**config.mk**
```make
export PLATFORM = sky130hd
export DESIGN_NAME = cascade_counter32
export DESIGN_NICKNAME = d
export VERILOG_FILES = /design/src/rtl/cascade_counter32.sv
export SDC_FILE = /design/constraint.sdc
export NUM_CORES = 1
export LEC_CHECK = 0
export BUFFER_PORTS_ARGS = -buffer_cell sky130_fd_sc_hd__buf_2
export CAP_MARGIN = 20
export CORE_ASPECT_RATIO = 0.7
export CORE_MARGIN = 2
export CORE_UTILIZATION = 53
export CTS_CLUSTER_SIZE = 30
export DETAILED_ROUTE_END_ITERATION = 8
export GPL_TIMING_DRIVEN = 0
export PLACE_DENSITY_LB_ADDON = 0.25
export SETUP_SLACK_MARGIN = 0.2
export SLEW_MARGIN = 30
export SYNTH_ARGS = -nofsm -noshare
export SYNTH_HDL_FRONTEND = slang
export SYNTH_SLANG_ARGS = --single-unit
```
**constraint.sdc**
```tcl
create_clock -name clk -period 4.5 [get_ports clk]
set_clock_uncertainty 0.2 [all_clocks]
set_input_delay 0.45 -clock clk [delete_from_list [all_inputs] [get_ports clk]]
set_output_delay 0.45 -clock clk [all_outputs]
set_load 0.1 [all_outputs]
```
**src/rtl/cascade_counter32.sv**
```systemverilog
module cascade_counter32 #(
  parameter int CW           = 16,
  parameter int NDIV         = 4,
  parameter int DIV_BASE_LOG = 1,
  parameter int DIV_STEP_LOG = 2,
  localparam int PRE_W = DIV_BASE_LOG + DIV_STEP_LOG * (NDIV - 1),
  localparam int SEL_W = $clog2(NDIV + 1)
) (
  input  logic             clk,
  input  logic             rst_n,
  input  logic [SEL_W-1:0] clk_sel,
  input  logic             slow_tick,
  input  logic             lo_en_cmd,
  input  logic             lo_dis_cmd,
  input  logic             hi_en_cmd,
  input  logic             hi_dis_cmd,
  input  logic             sync_cmd,
  input  logic [CW-1:0]    cmp_a,
  input  logic [CW-1:0]    cmp_c,
  output logic [CW-1:0]    lo_count,
  output logic [CW-1:0]    hi_count,
  output logic             lo_wave,
  output logic [2*CW-1:0]  count32
);

  logic [PRE_W-1:0] pre_cnt;
  logic [NDIV:0]    tick_vec;
  logic             sel_tick, lo_tick, hi_tick;
  logic             lo_run, hi_run;
  logic [CW-1:0]    lo_next;
  logic             wave_d;

  for (genvar k = 0; k < NDIV; k++) begin : g_div
    localparam int B = DIV_BASE_LOG + DIV_STEP_LOG * k;
    assign tick_vec[k] = &pre_cnt[B-1:0];
  end
  assign tick_vec[NDIV] = slow_tick;

  always_comb begin
    sel_tick = 1'b0;
    for (int k = 0; k <= NDIV; k++)
      if (clk_sel == SEL_W'(k)) sel_tick = tick_vec[k];
  end

  assign lo_tick = lo_run & sel_tick;
  assign lo_next = lo_count + 1'b1;

  always_comb begin
    wave_d = lo_wave;
    if (lo_tick) begin
      if (lo_next == cmp_c)      wave_d = 1'b0;
      else if (lo_next == cmp_a) wave_d = 1'b1;
    end
  end

  assign hi_tick = hi_run & wave_d & ~lo_wave;
  assign count32 = {hi_count, lo_count};

  always_ff @(posedge clk or negedge rst_n) begin
    if (!rst_n) begin
      lo_run <= 1'b0;
      hi_run <= 1'b0;
    end else begin
      if (lo_dis_cmd)     lo_run <= 1'b0;
      else if (lo_en_cmd) lo_run <= 1'b1;
      if (hi_dis_cmd)     hi_run <= 1'b0;
      else if (hi_en_cmd) hi_run <= 1'b1;
    end
  end

  always_ff @(posedge clk or negedge rst_n) begin
    if (!rst_n) begin
      pre_cnt  <= '0;
      lo_count <= '0;
      hi_count <= '0;
      lo_wave  <= 1'b0;
    end else if (sync_cmd) begin
      pre_cnt  <= '0;
      lo_count <= '0;
      hi_count <= '0;
      lo_wave  <= 1'b0;
    end else begin
      pre_cnt <= pre_cnt + 1'b1;
      if (lo_tick) lo_count <= lo_next;
      lo_wave <= wave_d;
      if (hi_tick) hi_count <= hi_count + 1'b1;
    end
  end

  a_r2_sync_clears: assert property (@(posedge clk) disable iff (!rst_n)
    sync_cmd |=> (lo_count == '0 && hi_count == '0 && !lo_wave));

  a_r3_stopped_holds: assert property (@(posedge clk) disable iff (!rst_n)
    (!lo_run && !sync_cmd) |=> $stable(lo_count));

  a_r6_wave_rise_at_a: assert property (@(posedge clk) disable iff (!rst_n)
    (lo_tick && !sync_cmd && lo_next == cmp_a && cmp_a != cmp_c) |=> lo_wave);

  a_r7_hi_steps_on_rise: assert property (@(posedge clk) disable iff (!rst_n)
    (!sync_cmd && !(lo_wave == 1'b0 && wave_d == 1'b1)) |=> $stable(hi_count));

  a_r8_monotonic: assert property (@(posedge clk) disable iff (!rst_n)
    (!sync_cmd && lo_run && hi_run && cmp_a == '0 && cmp_c != '0 && $stable(cmp_a)) |=>
      (count32 == $past(count32) || count32 == (2*CW)'($past(count32) + 1'b1)));

endmodule

```
== Word level (Yosys, flattened, before mapping) ==
Index checks and enable logic that the tools add are counted.

* Multiplexer cells: 18
* Bitwise logic cells: 4
* Add/sub/neg operators: 3
* Reduce and logical (&&, ||, !) cells: 8
* Eq/ne operators: 6

{| class="wikitable"
|+ Operators by type and width
! cell !! count
|-
| 16-bit 2-to-1 mux || 4
|-
| 16-bit by 1-bit adder with 16-bit output, second input constant || 2
|-
| 16-bit equality test || 2
|-
| 1-bit 2-to-1 mux || 13
|-
| 2-bit nonzero test || 4
|-
| 7-bit by 1-bit adder with 7-bit output, second input constant || 1
|-
| 7-bit 2-to-1 mux || 1
|-
| 7-bit AND reduction || 1
|-
| 3-bit by 2-bit equality test with 1-bit output, second input constant || 2
|-
| 5-bit AND reduction || 1
|-
| 1-bit bitwise AND || 3
|-
| 3-bit by 1-bit equality test with 1-bit output, second input constant || 1
|-
| 3-bit equality test, second input constant || 1
|-
| 3-bit logical NOT || 1
|-
| 3-bit AND reduction || 1
|-
| 1-bit NOT || 1
|}

* Register bits: 42
* Logic and storage cells: 45
* Output and inout port bits: 65
* Input bits: 43

== Depth between registers and ports, before layout ==
Gate-level depths: netlist (run 1).

* Word-level depth: 12
* Depth in mapped cells: 12
* Gate-level depth less buffers: 10

== Worst setup path before layout (run 1) ==
No wires, ideal clock.

* Path kind: reg-to-reg
* From: register lo_count[1]
* To: register hi_count[12]
* Required time: 4.172 ns
* Stages on the path, launching flop included: 12
* Arrival time: 3.497 ns
* Clock period less this slack: 3.824 ns
* Buffers on the path: 3
* Library setup time: 0.128 ns
* Slack: 0.676 ns
* Cell sequence: dfrtp_1 > ha_1 > and3_1 > clkbuf_1 > and3_1 > xnor2_1 > xnor2_1 > or4_4 > buf_6 > buf_6 > nor4_2 > mux2_1

* Longest elaborated chain between the ends: 8

{| class="wikitable"
|+ Ends and longest elaborated chain
! item !! line !! text
|-
| from (decl) || 20 || <nowiki>output logic [CW-1:0] lo_count,</nowiki>
|-
| from (signal assigned) || 84 || <nowiki>if (lo_tick) lo_count <= lo_next;</nowiki>
|-
| 16-bit by 1-bit adder with 16-bit output * || 46 || <nowiki>assign lo_next = lo_count + 1'b1;</nowiki>
|-
| 16-bit equality test || 52 || <nowiki>else if (lo_next == cmp_a) wave_d = 1'b1;</nowiki>
|-
| 1-bit 2-to-1 mux || 52 ||
|-
| 1-bit 2-to-1 mux * || 51 || <nowiki>if (lo_next == cmp_c) wave_d = 1'b0;</nowiki>
|-
| 1-bit 2-to-1 mux * || 50 || <nowiki>if (lo_tick) begin</nowiki>
|-
| 1-bit bitwise AND * (2 in series) || 56 || <nowiki>assign hi_tick = hi_run & wave_d & ~lo_wave;</nowiki>
|-
| 2-bit nonzero test (no line) * || -- ||
|-
| to (signal assigned) || 86 || <nowiki>if (hi_tick) hi_count <= hi_count + 1'b1;</nowiki>
|-
| to (decl) || 21 || <nowiki>output logic [CW-1:0] hi_count,</nowiki>
|}

Mark *: on every way between the ends. The rest lies on a longest branch, timed or not.
A chain may end at the register's enable or synchronous reset.

== Final worst setup path (run 1) ==
* From: register lo_count[1]
* To: register hi_count[14]

Same word-level chain as after synthesis.

==> results of run 1 <==
==> through the flow <==
stage | worst slack (ns) | power [mW]
after floorplan | 0.676 | 0.451
after global placement | 0.975 | 0.493
after detailed placement | 0.907 | 0.497
after CTS | 0.895 | 0.743
after global routing | 0.748 | 0.770
final | 0.886 | 0.741
==> Yosys cell counts (all sizes together) (6+ instances only) <==
master / n / area [sq um]
nor2b: 14 / 87.6
nand3: 18 / 90.1
nor4: 15 / 165
buf: 51 / 439
nand2b: 6 / 37.5
clkbuf: 8 / 31.3
nor3: 9 / 45.0
o21ai: 7 / 35.0
nor2: 47 / 176
and2b: 10 / 83.8
xnor2: 32 / 280
and3: 8 / 52.6
nand2: 18 / 67.6
nand4: 14 / 124
mux2: 15 / 169
dfrtp: 42 / 1050
xor2: 24 / 210
==> how the worst min path moves through the flow <==
stage	end	start	depth (start not counted)
finish	hi_run	hi_dis_cmd	2
global route	hi_run	hi_dis_cmd	2
CTS	hi_run	hi_dis_cmd	2
detailed placement	lo_count[0]	rst_n	1
global placement	hi_run	hi_run	2
floorplan	hi_count[0]	rst_n	0
==> flip-flops by register name, indices dropped and copies added (netlist names) <==
name      flops
hi_count     16
hi_run        1
lo_count     16
lo_run        1
lo_wave       1
pre_cnt       7
==> area by class of cell <==
class / instances / area (sq um) / share of cell area
clock inverter: 2 / 13.8 / 0.00312
sequential: 42 / 1050 / 0.238
multi-input combinational: 288 / 2100 / 0.476
timing repair buffer: 108 / 561 / 0.127
buffer: 60 / 480 / 0.109
clock buffer: 6 / 72.6 / 0.0164
inverter: 4 / 15.0 / 0.00340
tap: 94 / 118 / 0.0266
==> per-layer routing <==
metal | vias up | share of wire | track usage
met2 | 114 | 0.43 | 0.329
met4 | 0 | 0.0053 | 0.0351
met5 | - | 0 | 0
met1 | 1527 | 0.50 | 0.370
li1 | 1558 | - | -
met3 | 6 | 0.061 | 0.0333
==> power by group <==
group | switching, mW | internal (mW) | leakage, nW
clock | 0.141 | 0.110 | 0.0452
sequential | 0.00341 | 0.381 | 0.581
combinational | 0.0580 | 0.0477 | 1.61
==> worst max-delay path: cells and delay by family, from the launching register on <==
kind | cells | cell delay (ns)
xor+xnor | 2 | 0.30
mux | 1 | 0.36
flops | 1 | 0.49
buf+inv | 3 | 0.58
fa+ha+maj | 1 | 0.27
simple gates | 4 | 1.31
==> kinds of logic (layout without fill, tap and decap cells) <==
| group | Yosys count | in the layout |
|---|---|---|
| AOI/OAI and AO/OA | 27 | 27 |
| xor gates and xnor gates | 59 | 59 |
| adders and majority gates | 5 | 5 |
| buffers and inverters | 64 | 180 |
| DFF | 42 | 42 |
| muxes | 17 | 17 |
| and+or+nand+nor | 180 | 180 |
==> what timing repair did <==
action,4_1_cts,5_1_grt
hold buffers,1,0
endpoints found under the hold margin,14,0
setup endpoints to repair,0,0
==> results.json, run 1 <==
{
  "status": "finished clean",
  "synthArstFlopShare": 1.00,
  "synth-simple-area-share": 0.303,
  "routedWlPerCell_microns": 14.6,
  "max_stage_delay_ns": 0.54,
  "rsz0062_at_grt": "false",
  "final_cell_mix": "106 x buf_2, 47 x nor2_1, 42 x dfrtp_1",
  "postLayoutCoreUtil": 0.659,
  "crit_type": "flip-flop to flip-flop",
  "grt.total_usage": 0.230,
  "muxShareOfSynthArea": 0.0518,
  "grt_pass1_vias": 2738,
  "ioPinCount": 108,
  "drtPass1Iterations": 5,
  "cp_max_fo": 10,
  "num_vias": 3205,
  "clk_pin_slew_worst_paths_ns": 0.09,
  "n_fill_cell": 611,
  "synth_xor_area_frac": 0.153,
  "fin_nets": 557,
  "peakVddDrop_uv": 116,
  "cts-root-buf": "clkbuf_8",
  "finalNonFillerCells": 604,
  "crit-reg2reg-launch": "lo_count[1]",
  "hold_viol_final": 0,
  "synth_compound_area_frac": 0.0511,
  "drc": 0,
  "final_common_cell": "buf_2",
  "fin_tns_setup_ns": 0,
  "antenna_found_initial": 0,
  "p_per_area_nw_per_um2": 168,
  "cts_max_level": 2,
  "crit_chain": "ha_1 -> and3_1 -> clkbuf_1 -> and3_1 -> xnor2_1 -> xnor2_1 -> or4_4 -> buf_6 -> buf_6 -> nor4_2 -> mux2_1",
  "place_congestion": 0.952,
  "netlist-cell-type-count": 56,
  "critPathArrivalTime_ns": 3.60,
  "hp-class": "input port to flip-flop",
  "die-area_sq_um": 7580,
  "cts_buffers": 5,
  "synth_nets": 442,
  "ctsResizeCount": 0,
  "initial_core_util": 0.545,
  "end_kind": "flip-flop",
  "wirelength_microns": 8830,
  "worst_ep_required_time_ns": 4.49,
  "clock_latency_ns": 0.30,
  "post_route_cells_drive_above_1_share": 0.388,
  "ant_nets": 0,
  "synthAdderAreaFrac": 0.0171,
  "tritoncts": "done",
  "finalCritPeriodShare": 0.803,
  "drtIter0Drc": 195,
  "max_slew.worst_pin.slew_ns": 0.569,
  "synthCells": 394,
  "fmax_mhz": 277,
  "drv_cap": 0,
  "reg2regPathDepth": 11,
  "synth-edff-count": 0,
  "diodes": 0,
  "yosysSeqAreaShare": 0.288,
  "synth_flop_cell": "dfrtp_1",
  "post_cts_buffers": 0,
  "fin_crit_ns": 3.61,
  "finalSetupViolations": 0,
  "fp.dieW_microns": 103,
  "clkSinkCount": 42,
  "whs_ns": 0.0822,
  "r2r_end": "hi_count[14]",
  "relSlewSlack": 0.620,
  "grt_max_degree": 29,
  "finalMaxSlewViolations": 0,
  "placed_area_sq_um": 4320,
  "overflow": 0,
  "ys_warn_count": 0,
  "dp_hpwl_microns": 6840,
  "core_area_sq_um": 6690,
  "critPathLaunchType": "flip-flop",
  "synth.cell_area_sq_um": 3650,
  "synth_area_per_cell_sq_um": 9.26,
  "rows": 25,
  "leakagePower_nw": 2.24,
  "synth_top_family_by_area": "simple AND/OR/NAND/NOR gates",
  "clk_path_buf_depth": 2,
  "dp_cells": 595,
  "grt_pass1_wl_microns": 13500,
  "die_y_microns": 73.4,
  "post_drt_via_cell_ratio": 5.31,
  "area_delta_synth_final_pct": 20.9,
  "worstSetupStartpoint": "lo_count[1]",
  "crit_slowest_cell": "or4_4",
  "synth_seq_cells": 42,
  "reg2reg_slack_ns": 0.89,
  "final_area_sq_um": 4410,
  "worstSetupEndpoint": "hi_count[14]",
  "io_buffers": 106
}
(Power assumes the default switching activity.)
==> run 2: changes to the inputs <==
Settings changed: CORE_UTILIZATION 53 to 48.
Clock period 4.5 ns to 3.1 ns, I/O delays scaled along.
==> run 2 against run 1 <==
- the flow now finishes with violations (setup timing)
- largest power group unchanged
- non-clock buffer count is 55 higher
- via count grew 11%
- cell area is 22% higher
==> results.json, run 2 (same netlist as run 1, synthesis figures left out) <==
{
  "crit-reg2reg-launch": "lo_count[7]",
  "cts-root-buf": "clkbuf_8",
  "clkSinkCount": 42,
  "n_fill_cell": 505,
  "reg2regPathDepth": 11,
  "ioPinCount": 108,
  "drv_cap": 0,
  "clock_latency_ns": 0.31,
  "ant_nets": 0,
  "tritoncts": "done",
  "die-area_sq_um": 8330,
  "final_area_sq_um": 5400,
  "finalSetupViolations": 16,
  "combPwrFrac": 0.158,
  "rsz0062_at_grt": "true",
  "hold_viol_final": 0,
  "end_kind": "flip-flop",
  "post_drt_via_cell_ratio": 5.36,
  "diodes": 0,
  "status": "finished, violations left",
  "fin_tns_setup_ns": -2.70,
  "io_buffers": 106,
  "cp_max_fo": 6,
  "clk_pin_slew_worst_paths_ns": 0.09,
  "dp_hpwl_microns": 6830,
  "critPathArrivalTime_ns": 3.32,
  "num_vias": 3554,
  "clk_path_buf_depth": 2,
  "die_y_microns": 77.0,
  "hp-class": "input port to flip-flop",
  "grt_max_degree": 43,
  "area_delta_synth_final_pct": 47.9,
  "initial_core_util": 0.499,
  "routedWlPerCell_microns": 16.1,
  "wirelength_microns": 10700,
  "seq_area_sq_um": 1100,
  "worstSetupStartpoint": "lo_count[7]",
  "fin_nets": 612,
  "violations": "setup timing",
  "worstSetupEndpoint": "hi_count[0]",
  "grt_pass1_wl_microns": 16800,
  "max_slew.worst_pin.slew_ns": 0.589,
  "swShare": 0.283,
  "place_congestion": 0.914,
  "grt_pass1_vias": 3374,
  "p_seq_frac": 0.505,
  "cts_max_level": 2,
  "r2r_end": "hi_count[0]",
  "worst_ep_required_time_ns": 3.09,
  "overflow": 0,
  "reg2reg_slack_ns": -0.23,
  "final_cell_mix": "105 x buf_2, 77 x buf_4, 46 x nor2_1",
  "finalMaxSlewViolations": 0,
  "crit_type": "flip-flop to flip-flop",
  "whs_ns": 0.0293,
  "rows": 26,
  "drc": 0,
  "p_int_uw": 791,
  "fmax_mhz": 301,
  "fp.dieW_microns": 108,
  "power.total_mw": 1.10,
  "leakagePower_nw": 2.59,
  "dp_cells": 598,
  "finalNonFillerCells": 663,
  "final_common_cell": "buf_2",
  "post_route_cells_drive_above_1_share": 0.540,
  "p_switching_uw": 312,
  "cts_buffers": 5,
  "placed_area_sq_um": 4450,
  "reg_top3": "hi_count: 16 flops, lo_count: 16 flops, pre_cnt: 7 flops",
  "drtIter0Drc": 257,
  "fin_crit_ns": 3.33,
  "antenna_found_initial": 0,
  "pwr-share-clk": 0.337,
  "relSlewSlack": 0.608,
  "core_area_sq_um": 7320,
  "worst_slack_ns": -0.225,
  "finalCritPeriodShare": 1.07,
  "peakVddDrop_uv": 154,
  "grt.total_usage": 0.255,
  "drtPass1Iterations": 5,
  "critPathLaunchType": "flip-flop",
  "multiInputGateArea_sq_um": 2460,
  "p_per_area_nw_per_um2": 204
}
==> run 2: cell count changes in the layout (fill, tap and decap cells not counted), sizes merged <==
cell         change
buf             +55
clkbuf           -2
dlygate4sd3      +2
==> run 2: power groups by stage <==
stage	Sequential (mW)	Clock, mW	Combinational, mW
after floorplan	0.574	0	0.0839
after global placement	0.570	0	0.149
after detailed placement	0.570	0	0.153
after CTS	0.557	0.380	0.164
after global routing	0.558	0.402	0.190
final	0.557	0.372	0.174
==> run 2: per-stage QoR <==
step / setup slack (ns) / utilization
final: -0.225 / 0.737
after detailed placement: -0.195 / 0.608
after floorplan: -0.146 / -
after global routing: -0.295 / 0.737
after global placement: -0.176 / 0.608
after CTS: -0.0984 / 0.690
==> run 2: routing by layer <==
layer  routed length (microns)  track usage
met5                         0            0
met4                       101       0.0615
met3                       819       0.0527
met2                      4870        0.389
met1                      4890        0.369
==> run 2: area by class of cell <==
class | count | area share
clock buffers | 6 | 0.0134
plain buffers | 60 | 0.107
multi-input cells | 288 | 0.456
clock inverters | 2 | 0.00255
well taps | 98 | 0.0227
flip-flops and latches | 42 | 0.205
inverters | 4 | 0.00278
repair buffers | 163 | 0.191
==> run 2: repair_timing <==
action / in CTS / in global routing
buffers inserted: 33 / 18
endpoints found under the setup margin: 17 / 20
endpoints found under the hold margin: 44 / 0
hold buffers: 3 / 0
gates cloned: 2 / 1
resized for setup: 37 / 44
pin swaps: 12 / 19
==> run 2: worst min-delay path by stage <==
stage,from,slack (ns),cells after the start,to
3_5_place_dp,rst_n,0.15,1,lo_count[12]
4_1_cts,lo_en_cmd,0.03,3,lo_run
6_report,lo_en_cmd,0.03,3,lo_run
5_1_grt,lo_en_cmd,0.05,3,lo_run
2_1_floorplan,rst_n,-0.19,0,hi_count[0]
3_3_place_gp,hi_dis_cmd,0.27,2,hi_run
==> run 2: critical path, stage by stage (launching register included) <==
cell,delay [ns]
dfrtp_4,0.43
buf_6,0.14
and4_4,0.25
buf_8,0.12
nand4_1,0.19
xnor2_1,0.25
nand2_1,0.12
or4_4,0.55
buf_12,0.16
buf_12,0.13
nor4b_4,0.34
mux2_4,0.33
==> run 3: changes to the inputs <==
Settings changed: HOLD_SLACK_MARGIN from default to 0.05.
==> run 3 against run 2 <==
- the flow still finishes with violations (setup timing)
- count of clock-buffer cells in the layout did not move
- combinational power barely moved
- register-to-register slack improved by 0.03 ns
- largest power group unchanged
==> results.json, run 3 (same netlist as run 1, synthesis figures left out) <==
{
  "status": "finished, violations left",
  "violations": "setup timing",
  "clk_path_buf_depth": 2,
  "cts_buffers": 5,
  "overflow": 0,
  "core_area_sq_um": 7320,
  "ant_nets": 0,
  "swShare": 0.284,
  "dp_slack_ns": -0.195,
  "p_switching_uw": 314,
  "hold_viol_final": 0,
  "fin_crit_ns": 3.29,
  "peakVddDrop_uv": 157,
  "crit_family": "simple AND/OR/NAND/NOR gates",
  "fin_nets": 614,
  "finalNonFillerCells": 665,
  "clkSinkCount": 42,
  "grt.total_usage": 0.255,
  "reg_top3": "hi_count: 16 flops, lo_count: 16 flops, pre_cnt: 7 flops",
  "hp-class": "input port to flip-flop",
  "cts-root-buf": "clkbuf_8",
  "die-area_sq_um": 8330,
  "drtIter0Drc": 202,
  "final_cell_mix": "105 x buf_2, 77 x buf_4, 46 x nor2_1",
  "path_common_cell": "buf_12",
  "relSlewSlack": 0.613,
  "drtPass1Iterations": 4,
  "drc": 0,
  "worst_slack_ns": -0.194,
  "p_seq_frac": 0.503,
  "place_congestion": 0.914,
  "critPathLaunchType": "flip-flop",
  "leakagePower_nw": 2.60,
  "finalSetupViolations": 16,
  "cp_max_fo": 5,
  "multiInputGateArea_sq_um": 2460,
  "die_y_microns": 77.0,
  "finalCritPeriodShare": 1.06,
  "rows": 26,
  "p_int_uw": 793,
  "rsz0062_at_grt": "true",
  "dp_hpwl_microns": 6830,
  "area_delta_synth_final_pct": 48.4,
  "diodes": 0,
  "grt_pass1_wl_microns": 16800,
  "final_common_cell": "buf_2",
  "clk_pin_slew_worst_paths_ns": 0.09,
  "path_buf_inv": 3,
  "antenna_found_initial": 0,
  "fp.dieW_microns": 108,
  "n_fill_cell": 505,
  "crit_slowest_cell": "or4_1",
  "post_route_cells_drive_above_1_share": 0.538,
  "initial_core_util": 0.499,
  "critPathArrivalTime_ns": 3.29,
  "pwr-share-clk": 0.337,
  "tritoncts": "done",
  "cts_max_level": 2,
  "max_slew.worst_pin.slew_ns": 0.580,
  "grt_max_degree": 43,
  "end_kind": "flip-flop",
  "finalMaxSlewViolations": 0,
  "p_per_area_nw_per_um2": 204,
  "crit_type": "flip-flop to flip-flop",
  "clock_latency_ns": 0.31,
  "routedWlPerCell_microns": 16.1,
  "reg2regPathDepth": 10,
  "io_buffers": 106,
  "worst_ep_required_time_ns": 3.09,
  "postLayoutCoreUtil": 0.740,
  "wirelength_microns": 10700,
  "drv_cap": 0,
  "dp_cells": 598,
  "seq_area_sq_um": 1100,
  "grt_pass1_vias": 3372,
  "crit_cells": 10,
  "min_path_cells": 3,
  "crit_chain": "buf_6 -> nand3_2 -> or4_1 -> o21ai_0 -> nand4_1 -> or4_4 -> buf_12 -> buf_12 -> nor4b_4 -> mux2_4",
  "post_drt_via_cell_ratio": 5.36,
  "fmax_mhz": 304,
  "fin_tns_setup_ns": -2.14,
  "num_vias": 3563,
  "combPwrFrac": 0.160,
  "ioPinCount": 108,
  "max_stage_delay_ns": 0.53
}
[run 3: layout make-up]
cell class | instances | share of cell area
multi-input cells | 288 | 0.454
flip-flops and latches | 42 | 0.204
well taps | 98 | 0.0226
plain buffers | 60 | 0.106
clock inverters | 2 | 0.00254
clock buffers | 6 | 0.0134
repair buffers | 165 | 0.194
inverters | 4 | 0.00277
[run 3: tightest hold or removal path: stages]
cell	delay, ns
buf_6	0.12
buf_6	0.15
nor2b_1	0.05
[run 3: stage by stage]
| stage | hold WS [ns] | power (mW) | area (sq um) |
|---|---|---|---|
| 4_1_cts | 0.145 | 1.10 | 5070 |
| 5_1_grt | 0.168 | 1.15 | 5420 |
| 3_5_place_dp | 0.150 | 0.723 | 4450 |
| 2_1_floorplan | -0.186 | 0.658 | 3790 |
| 6_report | 0.167 | 1.11 | 5420 |
| 3_3_place_gp | 0.269 | 0.719 | 4450 |
[run 3: metal layers]
| layer | GRT usage | wire [microns] | vias to the layer above |
|---|---|---|---|
| met5 | 0 | 0 | - |
| met4 | 0.0615 | 90 | 0 |
| met3 | 0.0527 | 740 | 11 |
| met2 | 0.387 | 4910 | 146 |
| met1 | 0.370 | 4940 | 1733 |
| li1 | - | - | 1673 |
[run 3: path summary, 6_finish.rpt]
path                              from           end  slack (ns)
min                           sync_cmd    pre_cnt[2]        0.17
min reg2reg                    lo_wave       lo_wave        0.32
max in group asynchronous        rst_n   lo_count[9]        1.90
max reg2reg                lo_count[1]   hi_count[0]       -0.19
max                        lo_count[1]   hi_count[0]       -0.19
min in group asynchronous        rst_n  lo_count[12]        0.33
[run 3: repair_timing]
action	in CTS	in global routing
gates resized for setup	37	44
hold buffers	5	0
endpoints found under the setup margin	17	20
cloned	2	1
pin swaps	12	19
setup buffers	33	18
endpoints found under the hold margin	44	0
[run 3: power by group through the flow]
stage                     sequential (mW)  clock (mW)  combinational (mW)
after CTS                           0.557       0.380               0.167
after global placement              0.570           0               0.149
after detailed placement            0.570           0               0.153
after floorplan                     0.574           0              0.0839
final                               0.557       0.373               0.177
after global routing                0.558       0.402               0.192
